## src/rtl/uflow_pkg.sv

```systemverilog
`timescale 1ns/1ps
package uflow_pkg;

  localparam int unsigned DEF_DEPTH = 16;

  typedef enum logic [1:0] {
    TRIG_SEL_0 = 2'd0,
    TRIG_SEL_1 = 2'd1,
    TRIG_SEL_2 = 2'd2,
    TRIG_SEL_3 = 2'd3
  } trig_sel_e;

  typedef struct packed {
    logic      auto_rts;
    logic      auto_cts;
    logic      sw_rts;
    trig_sel_e sel;
  } flow_cfg_t;

  // Fill-level ladder; the selector indexes it at sel, sel+1 and sel+2.
  function automatic int unsigned rung(input int unsigned depth, input int unsigned idx);
    int unsigned lvl;
    case (idx)
      0:       lvl = 0;
      1:       lvl = 1;
      2:       lvl = depth / 4;
      3:       lvl = depth / 2;
      4:       lvl = depth - 2;
      default: lvl = depth;
    endcase
    return lvl;
  endfunction

endpackage

```

## src/rtl/uflow_sync_chain.sv

```systemverilog
`timescale 1ns/1ps
module uflow_sync_chain #(
  parameter int unsigned STAGES  = 2,
  parameter logic        RST_VAL = 1'b0
) (
  input  logic clk,
  input  logic rst_n,
  input  logic d,
  output logic q
);

  logic [STAGES-1:0] stg_d;
  logic [STAGES-1:0] stg_q;

  assign stg_d[0] = d;

  generate
    for (genvar i = 1; i < STAGES; i++) begin : g_stage
      assign stg_d[i] = stg_q[i-1];
    end
  endgenerate

  always_ff @(posedge clk or negedge rst_n) begin
    if (!rst_n) begin
      stg_q <= {STAGES{RST_VAL}};
    end else begin
      stg_q <= stg_d;
    end
  end

  assign q = stg_q[STAGES-1];

endmodule

```

## src/rtl/uflow_cfg_reg.sv

```systemverilog
`timescale 1ns/1ps
module uflow_cfg_reg
  import uflow_pkg::*;
(
  input  logic      clk,
  input  logic      rst_n,
  input  logic      load,
  input  flow_cfg_t cfg_d,
  output flow_cfg_t cfg_q
);

  flow_cfg_t cfg_nxt;

  always_comb begin
    cfg_nxt = cfg_q;
    if (load) begin
      cfg_nxt = cfg_d;
    end
  end

  always_ff @(posedge clk or negedge rst_n) begin
    if (!rst_n) begin
      cfg_q <= '{auto_rts: 1'b0, auto_cts: 1'b0, sw_rts: 1'b0, sel: TRIG_SEL_0};
    end else begin
      cfg_q <= cfg_nxt;
    end
  end

  AST_CFG_HOLDS: assert property (@(posedge clk) disable iff (!rst_n)
    !load |=> (cfg_q == $past(cfg_q)));

endmodule

```

## src/rtl/uflow_rts_hyst.sv

```systemverilog
`timescale 1ns/1ps
module uflow_rts_hyst
  import uflow_pkg::*;
#(
  parameter int unsigned DEPTH  = DEF_DEPTH,
  parameter int unsigned FILL_W = $clog2(DEPTH + 1)
) (
  input  logic              clk,
  input  logic              rst_n,
  input  logic              en,
  input  trig_sel_e         sel,
  input  logic [FILL_W-1:0] fill,
  output logic              stop,
  output logic              irq
);

  int unsigned       sel_i;
  int unsigned       rel_raw;
  logic [FILL_W-1:0] trig_lvl;
  logic [FILL_W-1:0] hi_lvl;
  logic [FILL_W-1:0] rel_lvl;
  logic              stop_d;
  logic              irq_d;
  logic              stop_q;
  logic              irq_q;

  // Levels taken from the ladder around the selected rung.
  always_comb begin
    sel_i    = int'(unsigned'(sel));
    trig_lvl = FILL_W'(rung(DEPTH, sel_i + 1));
    hi_lvl   = FILL_W'(rung(DEPTH, sel_i + 2));
    rel_raw  = rung(DEPTH, sel_i);
    rel_lvl  = FILL_W'((rel_raw == 0) ? 1 : rel_raw);
  end

  // Single-flop hysteresis: set at the upper rung, cleared below the lower rung.
  always_comb begin
    stop_d = stop_q;
    if (!en) begin
      stop_d = 1'b0;
    end else if (fill >= hi_lvl) begin
      stop_d = 1'b1;
    end else if (fill < rel_lvl) begin
      stop_d = 1'b0;
    end
    irq_d = en && (fill >= trig_lvl);
  end

  always_ff @(posedge clk or negedge rst_n) begin
    if (!rst_n) begin
      stop_q <= 1'b0;
      irq_q  <= 1'b0;
    end else begin
      stop_q <= stop_d;
      irq_q  <= irq_d;
    end
  end

  assign stop = stop_q;
  assign irq  = irq_q;

  AST_STOP_AT_HIGH: assert property (@(posedge clk) disable iff (!rst_n)
    (en && fill >= hi_lvl) |=> stop);

  AST_NO_CHATTER: assert property (@(posedge clk) disable iff (!rst_n)
    (en && fill >= rel_lvl && fill < hi_lvl) |=> $stable(stop));

  AST_RELEASE_LOW: assert property (@(posedge clk) disable iff (!rst_n)
    (fill < rel_lvl) |=> !stop);

  AST_OFF_CLEARS: assert property (@(posedge clk) disable iff (!rst_n)
    !en |=> (!stop && !irq));

  AST_IRQ_DROP: assert property (@(posedge clk) disable iff (!rst_n)
    (fill < trig_lvl) |=> !irq);

endmodule

```

## src/rtl/uart_hw_flowctl.sv

```systemverilog
`timescale 1ns/1ps
module uart_hw_flowctl
  import uflow_pkg::*;
#(
  parameter int unsigned DEPTH       = DEF_DEPTH,
  parameter int unsigned FILL_W      = $clog2(DEPTH + 1),
  parameter int unsigned SYNC_STAGES = 2
) (
  input  logic              clk,
  input  logic              rst_n,
  input  logic              cfg_load,
  input  logic              cfg_auto_rts,
  input  logic              cfg_auto_cts,
  input  logic              cfg_sw_rts,
  input  logic [1:0]        cfg_trig_sel,
  input  logic [FILL_W-1:0] rx_fill,
  input  logic              cts_n_pin,
  input  logic              tx_start_req,
  output logic              tx_start_ok,
  output logic              rts_n_pin,
  output logic              rx_trig_irq
);

  logic      rst_sync_n;
  logic      cts_sync;
  logic      cts_hold;
  logic      rts_stop;
  flow_cfg_t cfg_d;
  flow_cfg_t cfg_q;

  // Reset: asserted asynchronously, released on the clock.
  uflow_sync_chain #(.STAGES(2), .RST_VAL(1'b0)) u_rst_sync (
    .clk   (clk),
    .rst_n (rst_n),
    .d     (1'b1),
    .q     (rst_sync_n)
  );

  always_comb begin
    cfg_d.auto_rts = cfg_auto_rts;
    cfg_d.auto_cts = cfg_auto_cts;
    cfg_d.sw_rts   = cfg_sw_rts;
    cfg_d.sel      = trig_sel_e'(cfg_trig_sel);
  end

  uflow_cfg_reg u_cfg (
    .clk   (clk),
    .rst_n (rst_sync_n),
    .load  (cfg_load),
    .cfg_d (cfg_d),
    .cfg_q (cfg_q)
  );

  // CTS pin synchronizer; resets to the pause level.
  uflow_sync_chain #(.STAGES(SYNC_STAGES), .RST_VAL(1'b1)) u_cts_sync (
    .clk   (clk),
    .rst_n (rst_sync_n),
    .d     (cts_n_pin),
    .q     (cts_sync)
  );

  uflow_rts_hyst #(.DEPTH(DEPTH), .FILL_W(FILL_W)) u_rts_hyst (
    .clk   (clk),
    .rst_n (rst_sync_n),
    .en    (cfg_q.auto_rts),
    .sel   (cfg_q.sel),
    .fill  (rx_fill),
    .stop  (rts_stop),
    .irq   (rx_trig_irq)
  );

  // Only the start of a character is gated; one in flight is untouched.
  assign cts_hold    = cfg_q.auto_cts & cts_sync;
  assign tx_start_ok = tx_start_req & ~cts_hold;
  assign rts_n_pin   = cfg_q.auto_rts ? rts_stop : ~cfg_q.sw_rts;

  AST_TX_NEEDS_REQ: assert property (@(posedge clk) disable iff (!rst_sync_n)
    tx_start_ok |-> tx_start_req);

  AST_MANUAL_RTS: assert property (@(posedge clk) disable iff (!rst_sync_n)
    ($past(rst_sync_n) && $past(cfg_load) && !$past(cfg_auto_rts))
      |-> (rts_n_pin == !$past(cfg_sw_rts)));

  AST_LOAD_AUTO_IRQ_OFF: assert property (@(posedge clk) disable iff (!rst_sync_n)
    ($past(rst_sync_n) && $past(cfg_load) && !$past(cfg_auto_rts)) |=> !rx_trig_irq);

endmodule

```

## config.mk

```make
export PLATFORM = sky130hd
export DESIGN_NAME = uart_hw_flowctl
export DESIGN_NICKNAME = d
export VERILOG_FILES = /design/src/rtl/uflow_pkg.sv /design/src/rtl/uflow_sync_chain.sv /design/src/rtl/uflow_cfg_reg.sv /design/src/rtl/uflow_rts_hyst.sv /design/src/rtl/uart_hw_flowctl.sv
export SDC_FILE = /design/constraint.sdc
export NUM_CORES = 1
export LEC_CHECK = 0
export BUFFER_PORTS_ARGS = -buffer_cell sky130_fd_sc_hd__buf_2
export CORE_ASPECT_RATIO = 1.1
export CORE_MARGIN = 3
export CORE_UTILIZATION = 45
export DETAILED_ROUTE_END_ITERATION = 12
export GPL_ROUTABILITY_DRIVEN = 0
export PLACE_DENSITY_LB_ADDON = 0.3
export SLEW_MARGIN = 0
export SYNTH_ARGS = -nofsm -noshare
export SYNTH_HDL_FRONTEND = slang
export SYNTH_SLANG_ARGS = --single-unit
export TNS_END_PERCENT = 20
```

## constraint.sdc

```tcl
create_clock -name clk -period 1.3 [get_ports clk]
set_clock_uncertainty 0.15 [all_clocks]
set_input_delay 0.13 -clock clk [delete_from_list [all_inputs] [get_ports clk]]
set_output_delay 0.13 -clock clk [all_outputs]
set_load 0.02 [all_outputs]
```

[Word-level counts from Yosys, hierarchy flattened]
Cells that the tools add are included.
Cells by class
  magnitude comparators: 3
  $add $sub $neg: 2
  reduce and logical (&&, ||, !) cells: 5
  multiplexer cells: 8
  bitwise operators: 4
  equal/unequal tests: 12
Operator list (number)
  $eq A32 B2 Y1 const B: 4
  $pmux W32 S4: 1
  $logic_not A32 Y1: 3
  $eq A32 B1 Y1 const B: 2
  $eq A32 B3 Y1 const B: 2
  $pmux W5 S5: 2
  $ge A5 B5 Y1: 2
  $lt A5 B5 Y1: 1
  $mux W5: 1
  $eq A2 B2 Y1 const B: 2
  $mux W1: 4
  $add A2 B1 Y3 const B: 1
  $add A2 B2 Y3 const B: 1
  $ne A3 B1 Y1 const B: 1
  $and A1 B1 Y1: 2
  $eq A2 B1 Y1 const B: 1
  $logic_not A2 Y1: 1
  $not A1 Y1: 2
  $logic_and A1 B1 Y1: 1
Storage, ports and cells
  register bits: 11
  output and inout bits: 3
  word-level logic and storage cells: 42
  bits of input ports: 15

[Longest topological paths before layout]
Gate-level depths: netlist of the first run.
  depth after elaboration: 8
  gate-level depth with buffers: 8

[Cells and area by module]
Synthesis of the first run repeated with hierarchy kept, for this count alone.
Second synthesis, totals
  cell total of the unflattened synthesis: 68
  area, all modules: 740.7 um2
Modules (own cells, without submodules)
  uflow_rts_hyst: cells an instance 50, area each 432.9 um2, times used 1
  uflow_cfg_reg: cells an instance 10, area each 181.4 um2, times used 1
  uflow_sync_chain (u_cts_sync): cells an instance 2, area each 52.6 um2, times used 1
  uflow_sync_chain (u_rst_sync): cells an instance 2, area each 50.0 um2, times used 1
  uart_hw_flowctl: cells an instance 4, area each 23.8 um2, times used 1

[Least setup slack after synthesis of the first run]
OpenSTA, ideal clock, no wires.
  path type: reg2reg
  from: register, netlist name u_cfg.cfg_q[0]
  to: register u_rts_hyst.stop_q (netlist: u_rts_hyst.stop)
  library setup time: 0.119 ns
  setup slack: -0.610 ns
  arrival time: 1.641 ns
  stages on the path, launching flop included: 8
  buffers on the path: 0
  cell sequence: dfrtp_1 ha_1 inv_1 ha_1 or4_1 o21ai_0 a21oi_1 o21a_1
Between the ends
  cells in the longest elaborated chain, start to end: 6
Ends and longest elaborated chain
  $add A2 B2 Y3 (tied with other cells): line uflow_rts_hyst.sv:31  | hi_lvl = FILL_W'(rung(DEPTH, sel_i + 2));
  $eq A32 B3 Y1 (tied with other cells): line uflow_pkg.sv:23  | case (idx)
  $pmux W5 S5 or $logic_not A32 Y1 (tied branches): line uflow_pkg.sv:23, uflow_rts_hyst.sv:33
  $ge A5 B5 Y1 or $mux W5 (tied branches): line uflow_rts_hyst.sv:41, uflow_rts_hyst.sv:33
  $mux W1 or $lt A5 B5 Y1 (tied branches): line uflow_rts_hyst.sv:41, uflow_rts_hyst.sv:43
  $mux W1 or $ne A3 B1 Y1 (tied branches)
  end signal: assignment: line uflow_rts_hyst.sv:54  | stop_q <= stop_d;
  end: declaration: line uflow_rts_hyst.sv:24  | logic stop_q;
Several ways; a longest one is shown, not always the timed one. The select of a mux whose other input is x is not followed.
A chain may end at the register's enable or synchronous reset.

[Worst setup path in the final report of the first run]
  from: register, netlist name u_cfg.cfg_q[1]
  to: register u_rts_hyst.irq_q (netlist: u_rts_hyst.irq)
Between the ends
  cells in the longest elaborated chain, start to end: 5
Ends and longest elaborated chain
  $add A2 B1 Y3 (*): line uflow_rts_hyst.sv:30  | trig_lvl = FILL_W'(rung(DEPTH, sel_i + 1));
  $eq A32 B3 Y1 (tied with other cells): line uflow_pkg.sv:23
  $pmux W5 S5 (*): line uflow_pkg.sv:23
  $ge A5 B5 Y1 (*): line uflow_rts_hyst.sv:46  | irq_d = en && (fill >= trig_lvl);
  $logic_and A1 B1 Y1 (*): line uflow_rts_hyst.sv:46
  via u_rts_hyst.irq_d: line uflow_rts_hyst.sv:23  | logic irq_d;
  end signal: assignment: line uflow_rts_hyst.sv:55  | irq_q <= irq_d;
  end: declaration: line uflow_rts_hyst.sv:25  | logic irq_q;
The timed path passes the listed nets; every way through them passes the cells marked *.

==> results_dict.tcl, run 1 <==
set metrics [dict create \
    start_util_pct 50.9 \
    synthTopCellsByCount "ha_1 (19), dfrtp_1 (9), inv_1 (6)" \
    p_per_area_nw_per_um2 861 \
    antenna_found_initial 0 \
    r2r_setup_slack_ps -620 \
    yosys_warnings 0 \
    r2r_cells 8 \
    final_antenna_net_count 0 \
    timing.rr.start "u_cfg.cfg_q[1]" \
    clkSinkCount 11 \
    path_delay_family "flip-flops" \
    cts_buffers 3 \
    drt_iter0_drc 20 \
    rows 14 \
    ir_drop_mv 0.776 \
    synth.lib_cells_used.distinct 22 \
    syn_inst 71 \
    crit_buf_inv 1 \
    synthTopCellsByArea "ha_1 (32%), dfrtp_1 (30%), dfstp_2 (7.0%)" \
    overflow 0 \
    first_global_vias 655 \
    via_per_inst 5.09 \
    cts_tree "yes" \
    rr_endpoint "u_rts_hyst.irq" \
    crit_path_cell_trace "buf_6, ha_2, mux2i_1, nand2_1, ha_4, and3_4, a21oi_2, o21ai_1" \
    cp_max_fo 4 \
    grt_max_degree 10 \
    layout.nets 153 \
    grt_pass1_wl_mm 2.66 \
    drt_wl_total_mm 1.82 \
    critPathMaxStageDelay_ps 450 \
    wl_per_cell_um 13.6 \
    end_kind "register" \
    die_area_um2 2190 \
    cp.required_ps 1320 \
    die_y_um 48.8 \
    synth_edf_count 0 \
    ios 18 \
    hold_path.class "register to asynchronous set/reset pin" \
    clkTransAtPathRegs_ps 70 \
    worstSetupPathType "register to register" \
    port_buffers 17 \
    diodes 0 \
    place_ws_ps -607 \
    fmax_mhz 522 \
    synth_top_area_share_pct 31.8 \
    final-max-slew-violation-count 0 \
    avgSynthCellArea_um2 10.5 \
    violations "setup timing" \
    clockBufferDepth 2 \
    area_growth_pct 57.2 \
    grtUsageTotal_pct 16.9 \
    dp_hpwl_mm 1.23 \
    synth_flop_cell "dfrtp_1" \
    rsz0062_at_grt "yes" \
    clock_latency_ps 280 \
    hold_violations 0 \
    yosysMostFrequentCell "ha_1" \
    post-route-period-util_pct 147 \
    drc 0 \
    finalWorstSetupSlack_ps -617 \
    status "finished with violations" \
    cap_violations 0 \
    leakage_uw 0.000578 \
    synth.net_count 105 \
    final-setup-viol-count 4 \
    fin_area_um2 1180 \
    synth_area_um2 748 \
    crit_slowest_cell "dfrtp_2" \
    synth_seq_cells 11 \
    async_flop_share_pct 100 \
    vias 682 \
    core-area_um2 1470 \
    dr.pass1.iters 4 \
    layout-drive-gt1-share_pct 45.8 \
    cp.arrival_ps 1930 \
    cts-root-buf "clkbuf_4" \
    htree_num_levels 1 \
    finalPower_uw 1010 \
    start_kind "register" \
    synth_seq_area_share_pct 37.1 \
    die_w_um 44.9 \
    min_period_ps 1920 \
    yosys.area.top_type "ha_1" \
    place_area_um2 996 \
]
cells by family after synthesis:
kind of cell | Yosys count | synth area share (%)
adders and majority gates | 19 | 31.8
AOI/OAI and AO/OA | 15 | 12.5
and+or+nand+nor | 14 | 8.70
DFF | 11 | 37.1
buffers and inverters | 6 | 3.01
muxes | 4 | 5.85
other | 2 | 1.00
per-stage QoR:
step / hold slack [ps] / instances / setup TNS, ps / utilization (%)
4_1_cts: 19.9 / 134 / -1240 / 75.9
6_report: 0.699 / 134 / -1280 / 79.9
3_5_place_dp: -233 / 121 / -1200 / 67.7
5_1_grt: 31.3 / 134 / -1540 / 79.9
2_1_floorplan: -316 / 71 / -1070 / -
3_3_place_gp: -235 / 121 / -1120 / 67.7
registers in the layout (all words and copies together) (netlist names):
register          cells
u_cts_sync.stg_q      2
u_rst_sync.stg_q      2
u_rts_hyst.irq        1
u_rts_hyst.stop       1
u_cfg.cfg_q           5
placed cells by master, fill, tap and decap left out, types with 2 or more instances in the layout:
master and n:
mux2_1 3, clkbuf_4 3, o21ai_0 2, nand2_1 4
a21oi_1 3, dfrtp_1 7, ha_1 13, buf_2 16
nor2_1 5, dfstp_2 2, ha_4 4, inv_1 3
buf_4 17, dlygate4sd3_1 9, conb_1 2, inv_4 2
dfrtp_2 2, o21ai_1 4, ha_2 2
worst max path at each step:
stage                              start               to  slack (ps)  cells past startpoint
after global routing      u_cfg.cfg_q[1]   u_rts_hyst.irq        -680                      8
after floorplan           u_cfg.cfg_q[0]  u_rts_hyst.stop        -560                      7
final                     u_cfg.cfg_q[1]   u_rts_hyst.irq        -620                      8
after global placement    u_cfg.cfg_q[0]  u_rts_hyst.stop        -560                      8
after CTS                 u_cfg.cfg_q[1]   u_rts_hyst.irq        -620                      8
after detailed placement  u_cfg.cfg_q[1]   u_rts_hyst.irq        -610                      8
what timing repair did:
item                                    in CTS  in global routing
endpoints found under the setup margin       4                  4
hold buffers                                 9                  0
gates resized for setup                      4                 13
hold endpoints to repair                     8                  0
pin swaps                                    0                  3
setup buffers                                0                  0
report_power, final:
| part | total [µW] | leakage (µW) | switching, µW | internal [µW] |
|---|---|---|---|---|
| clock network | 240 | 0.0000177 | 126 | 114 |
| logic | 361 | 0.000434 | 163 | 198 |
| registers | 411 | 0.000127 | 32.9 | 379 |
| total | 1010 | 0.000578 | 322 | 691 |
cell type report:
class,count,area (µm²)
Clock inverter,1,5.00
Clock buffer,3,22.5
Inverter,6,27.5
Sequential cell,11,280
Multi-Input combinational cell,54,512
Timing Repair Buffer,43,309
Fill cell,91,295
Tap cell,16,20.0
layer usage:
layer	share of wire, %	GRT usage (%)
met5	0	0
met4	1.8	7.32
met3	5.9	7.78
met2	55	28.5
met1	38	17.4
Note: power is estimated with default switching activity, not from simulation.
==> run 2, diff against run 1 <==
--- a/config.mk
+++ b/config.mk
@@ -7,5 +7,4 @@
 export LEC_CHECK = 0
 export BUFFER_PORTS_ARGS = -buffer_cell sky130_fd_sc_hd__buf_2
-export CORE_ASPECT_RATIO = 1.1
 export CORE_MARGIN = 3
 export CORE_UTILIZATION = 45
==> constraint.sdc (replaced) <==
create_clock -name clk -period 1.3 [get_ports clk]
set_clock_uncertainty 0.15 [all_clocks]
set_input_delay 0.26 -clock clk [delete_from_list [all_inputs] [get_ports clk]]
set_output_delay 0.26 -clock clk [all_outputs]
set_load 0.02 [all_outputs]
==> results_dict.tcl, run 2 (same netlist as run 1, synthesis figures left out) <==
set metrics [dict create \
    hold_violations 7 \
    final_cell_mix "buf_4 (20), ha_1 (17), buf_2 (16)" \
    comb_power_share_pct 33.3 \
    fillerInstances 110 \
    leakage_uw 0.000561 \
    clkTransAtPathRegs_ps 70 \
    largest_register_ffs 5 \
    violations "hold timing, setup timing" \
    p_int_uw 661 \
    diodes 0 \
    wl_met1_um 599 \
    clkSinkCount 11 \
    dp_hpwl_mm 1.18 \
    grtUsageTotal_pct 13.8 \
    cts-root-buf "clkbuf_4" \
    antenna_found_initial 0 \
    wl_per_cell_um 10.3 \
    status "finished with violations" \
    start_util_pct 48.5 \
    highest_layer "met3" \
    swShare_pct 29.4 \
    power_frac_clock_pct 23.7 \
    post-route-period-util_pct 146 \
    ios 18 \
    detailroute.wirelength.met2_um 649 \
    area_growth_pct 41.8 \
    p_per_area_nw_per_um2 883 \
    finalSetupTns_ps -1390 \
    cp.required_ps 1310 \
    via_per_inst 4.80 \
    worst_hold_slack_ps -11.9 \
    cts_tree "yes" \
    multi_input_area_um2 463 \
    port_buffers 17 \
    dr.pass1.iters 4 \
    cts_buffers 3 \
    grt_max_degree 10 \
    layout.nets 148 \
    die_w_um 46.8 \
    start_kind "register" \
    grt_pass1_wl_mm 2.10 \
    reg_top3 "u_cfg.cfg_q x5, u_cts_sync.stg_q x2, u_rst_sync.stg_q x2" \
    min_period_ps 1900 \
    cap_violations 0 \
    top_register "u_cfg.cfg_q" \
    worstSetupPathType "register to register" \
    end_kind "register" \
    net-switching-power_uw 276 \
    drt_iter0_drc 5 \
    drt_wl_total_mm 1.34 \
    first_global_vias 558 \
    finalWorstSetupSlack_ps -604 \
    final-setup-viol-count 4 \
    pwr-share-seq_pct 43.0 \
    regArea_um2 278 \
    die_y_um 46.8 \
    hold_path.class "register to asynchronous set/reset pin" \
    clock_latency_ps 270 \
    rows 14 \
    layout_commonest_cell "buf_4" \
    cp.arrival_ps 1910 \
    final_antenna_net_count 0 \
    vias 619 \
    drc 0 \
    clockBufferDepth 2 \
    core-area_um2 1540 \
    cp_max_fo 4 \
    final-max-slew-violation-count 0 \
    htree_num_levels 1 \
    ir_drop_mv 0.786 \
    layout-drive-gt1-share_pct 41.6 \
    overflow 0 \
    met3WireLength_um 86 \
    rsz0062_at_grt "yes" \
    die_area_um2 2190 \
    fmax_mhz 525 \
]
## run 2: repair_timing
action | 4_1_cts | 5_1_grt
gates resized for setup | 3 | 1
setup buffers | 0 | 1
hold buffers | 2 | 0
endpoints found under the hold margin | 3 | 0
pin swaps | 3 | 1
endpoints found under the setup margin | 4 | 4
cloned | 0 | 0
## run 2: final cells by class
class / count / share of cell area (%)
clock buffer: 3 / 2.12
clock inverter: 1 / 0.472
inverter: 6 / 2.12
multi-input combinational: 54 / 43.6
sequential: 11 / 26.2
tap: 16 / 1.89
timing repair buffer: 38 / 23.6
## run 2: path summary, 6_finish.rpt
| kind | depth (start not counted) | to | startpoint | slack [ps] |
|---|---|---|---|---|
| max reg2reg | 7 | u_rts_hyst.stop | u_cfg.cfg_q[0] | -600 |
| min in group clk | 3 | u_cfg.cfg_q[0] | cfg_trig_sel[0] | 50 |
| min reg2reg | 0 | u_cfg.cfg_q[1] | u_rst_sync.stg_q[1] | -10 |
| max | 7 | u_rts_hyst.stop | u_cfg.cfg_q[0] | -600 |
| min | 0 | u_cfg.cfg_q[1] | u_rst_sync.stg_q[1] | -10 |
| max in group asynchronous | 0 | u_cts_sync.stg_q[1] | u_rst_sync.stg_q[1] | 720 |
## run 2: metrics by stage
step	area [µm²]	instances	power, µW	setup WS [ps]	utilization [%]
floorplan	763	71	565	-558	-
global placement	1000	122	696	-558	65.1
detailed placement	1000	122	710	-582	65.1
CTS	1050	128	947	-603	68.3
global route	1060	129	1010	-716	68.8
finish	1060	129	937	-604	68.8
## run 2: critical path: stages, from the launching register on
cell and delay, ps:
dfrtp_1 410, ha_2 220, inv_2 60, ha_1 260, or4_1 390, o21ai_1 90, a21oi_1 50, o21a_1 170
## run 2: power by group through the flow
| stage | sequential, µW | clock (µW) | combinational, µW |
|---|---|---|---|
| floorplan | 413 | 0 | 152 |
| global placement | 408 | 0 | 288 |
| detailed placement | 409 | 0 | 301 |
| CTS | 403 | 233 | 311 |
| global route | 409 | 250 | 355 |
| finish | 403 | 222 | 312 |
## run 2: per-layer routing
metal  global-route usage (%)  vias up
met4                     1.66        0
met5                        0        -
met2                     24.4       13
met3                     6.90        0
li1                         -      329
met1                     15.2      277
==> run 3, diff against run 2 <==
- CAP_MARGIN: not set -> 20
- CTS_BUF_LIST: not set -> sky130_fd_sc_hd__clkbuf_4 sky130_fd_sc_hd__clkbuf_8
- MAX_ROUTING_LAYER: not set -> met4
==> results_dict.tcl, run 3 (same netlist as run 1, synthesis figures left out) <==
set metrics [dict create \
    status "finished with violations" \
    violations "hold timing, setup timing" \
    layout.nets 148 \
    reg_top3 "u_cfg.cfg_q x5, u_cts_sync.stg_q x2, u_rst_sync.stg_q x2" \
    htree_num_levels 1 \
    start_kind "register" \
    port_buffers 17 \
    cp_max_fo 4 \
    final-max-slew-violation-count 0 \
    cap_violations 0 \
    fillerInstances 110 \
    comb_power_share_pct 33.2 \
    wl_per_cell_um 10.3 \
    worstSetupPathType "register to register" \
    crit_buf_inv 1 \
    die_y_um 46.8 \
    dr.pass1.iters 2 \
    crit_slowest_cell "dfrtp_1" \
    p_per_area_nw_per_um2 883 \
    min_period_ps 1900 \
    antenna_found_initial 0 \
    clkSinkCount 11 \
    hold_violations 7 \
    fmax_mhz 525 \
    worst_hold_slack_ps -12.1 \
    cp.required_ps 1310 \
    grtUsageTotal_pct 14.2 \
    clockBufferDepth 2 \
    post-route-period-util_pct 146 \
    clkTransAtPathRegs_ps 70 \
    drc 0 \
    vias 620 \
    power_frac_clock_pct 23.8 \
    overflow 0 \
    largest_register_ffs 5 \
    top_register "u_cfg.cfg_q" \
    die_area_um2 2190 \
    final_antenna_net_count 0 \
    via_per_inst 4.81 \
    r2r_cells 7 \
    clock_latency_ps 270 \
    hold_path.class "register to asynchronous set/reset pin" \
    rr_endpoint "u_rts_hyst.stop" \
    finalPower_uw 937 \
    end_kind "register" \
    worstSetupPathDepth 7 \
    r2r_setup_slack_ps -600 \
    rows 14 \
    layout-drive-gt1-share_pct 41.6 \
    area_growth_pct 41.8 \
    crit_path_cell_trace "ha_2, inv_2, ha_1, or4_1, o21ai_1, a21oi_1, o21a_1" \
    net-switching-power_uw 276 \
    ios 18 \
    dp_hpwl_mm 1.18 \
    diodes 0 \
    ir_drop_mv 0.784 \
    cp.arrival_ps 1910 \
    die_w_um 46.8 \
    rsz0062_at_grt "yes" \
    first_global_vias 559 \
    cts_tree "yes" \
    grt_max_degree 10 \
    finalWorstSetupSlack_ps -604 \
    final_cell_mix "buf_4 (20), ha_1 (17), buf_2 (16)" \
    pwr-share-seq_pct 43.0 \
    multi_input_area_um2 463 \
    grt_pass1_wl_mm 2.10 \
    finalSetupTns_ps -1390 \
    swShare_pct 29.4 \
    layout_commonest_cell "buf_4" \
    critPathMaxStageDelay_ps 410 \
    path_delay_family "adder cells" \
    p_int_uw 661 \
    final-setup-viol-count 4 \
    timing.rr.start "u_cfg.cfg_q[0]" \
    core-area_um2 1540 \
    leakage_uw 0.000561 \
    drt_iter0_drc 2 \
    drt_wl_total_mm 1.33 \
    cts-root-buf "clkbuf_4" \
    regArea_um2 278 \
    start_util_pct 48.5 \
    cts_buffers 3 \
]
run 3: cell counts in the layout (fill, tap and decap cells not counted):
No cell type changed its count.
run 3: how the worst max path moves through the flow:
stage,start,to,slack (ps)
2_1_floorplan,u_cfg.cfg_q[0],u_rts_hyst.stop,-560
3_3_place_gp,u_cfg.cfg_q[0],u_rts_hyst.irq,-560
5_1_grt,u_cfg.cfg_q[1],u_rts_hyst.irq,-720
3_5_place_dp,u_cfg.cfg_q[1],u_rts_hyst.stop,-580
4_1_cts,u_cfg.cfg_q[1],u_rts_hyst.stop,-600
6_report,u_cfg.cfg_q[0],u_rts_hyst.stop,-600
run 3: final cells by class:
class	count	area share (%)
flip-flops and latches	11	26.2
multi-input cells	54	43.6
clock inverters	1	0.472
well taps	16	1.89
clock buffers	3	2.12
repair buffers	38	23.6
inverters	6	2.12
run 3: layer usage:
metal	vias to the layer above	routed length [µm]	share of wire [%]	track usage, %
li1	329	-	-	-
met3	0	65	4.9	6.90
met1	280	614	46	15.2
met5	-	0	0	-
met2	11	653	49	24.4
met4	0	0	0	1.66
run 3: power groups by stage:
stage	sequential, µW	clock (µW)	combinational (µW)
after floorplan	413	0	152
after global placement	408	0	288
after detailed placement	409	0	301
after CTS	403	233	311
after global routing	409	250	355
final	403	223	311
run 3: timing repair:
item / CTS / global route
gates resized for setup: 3 / 1
endpoints found under the setup margin: 4 / 4
hold buffers: 2 / 0
buffers inserted: 0 / 1
pin swaps: 3 / 1
endpoints found under the hold margin: 3 / 0
run 3: metrics by stage:
step,util (%),area (µm²),setup slack [ps],std cells
global placement,65.1,1000,-558,122
floorplan,-,763,-558,71
finish,68.8,1060,-604,129
global route,68.8,1060,-716,129
CTS,68.3,1050,-603,128
detailed placement,65.1,1000,-582,122
run 3: worst register-to-register path, stage by stage, from the launching register on:
cell and delay, ps:
dfrtp_1 410, ha_2 220, inv_2 60, ha_1 260, or4_1 390, o21ai_1 90, a21oi_1 50, o21a_1 170
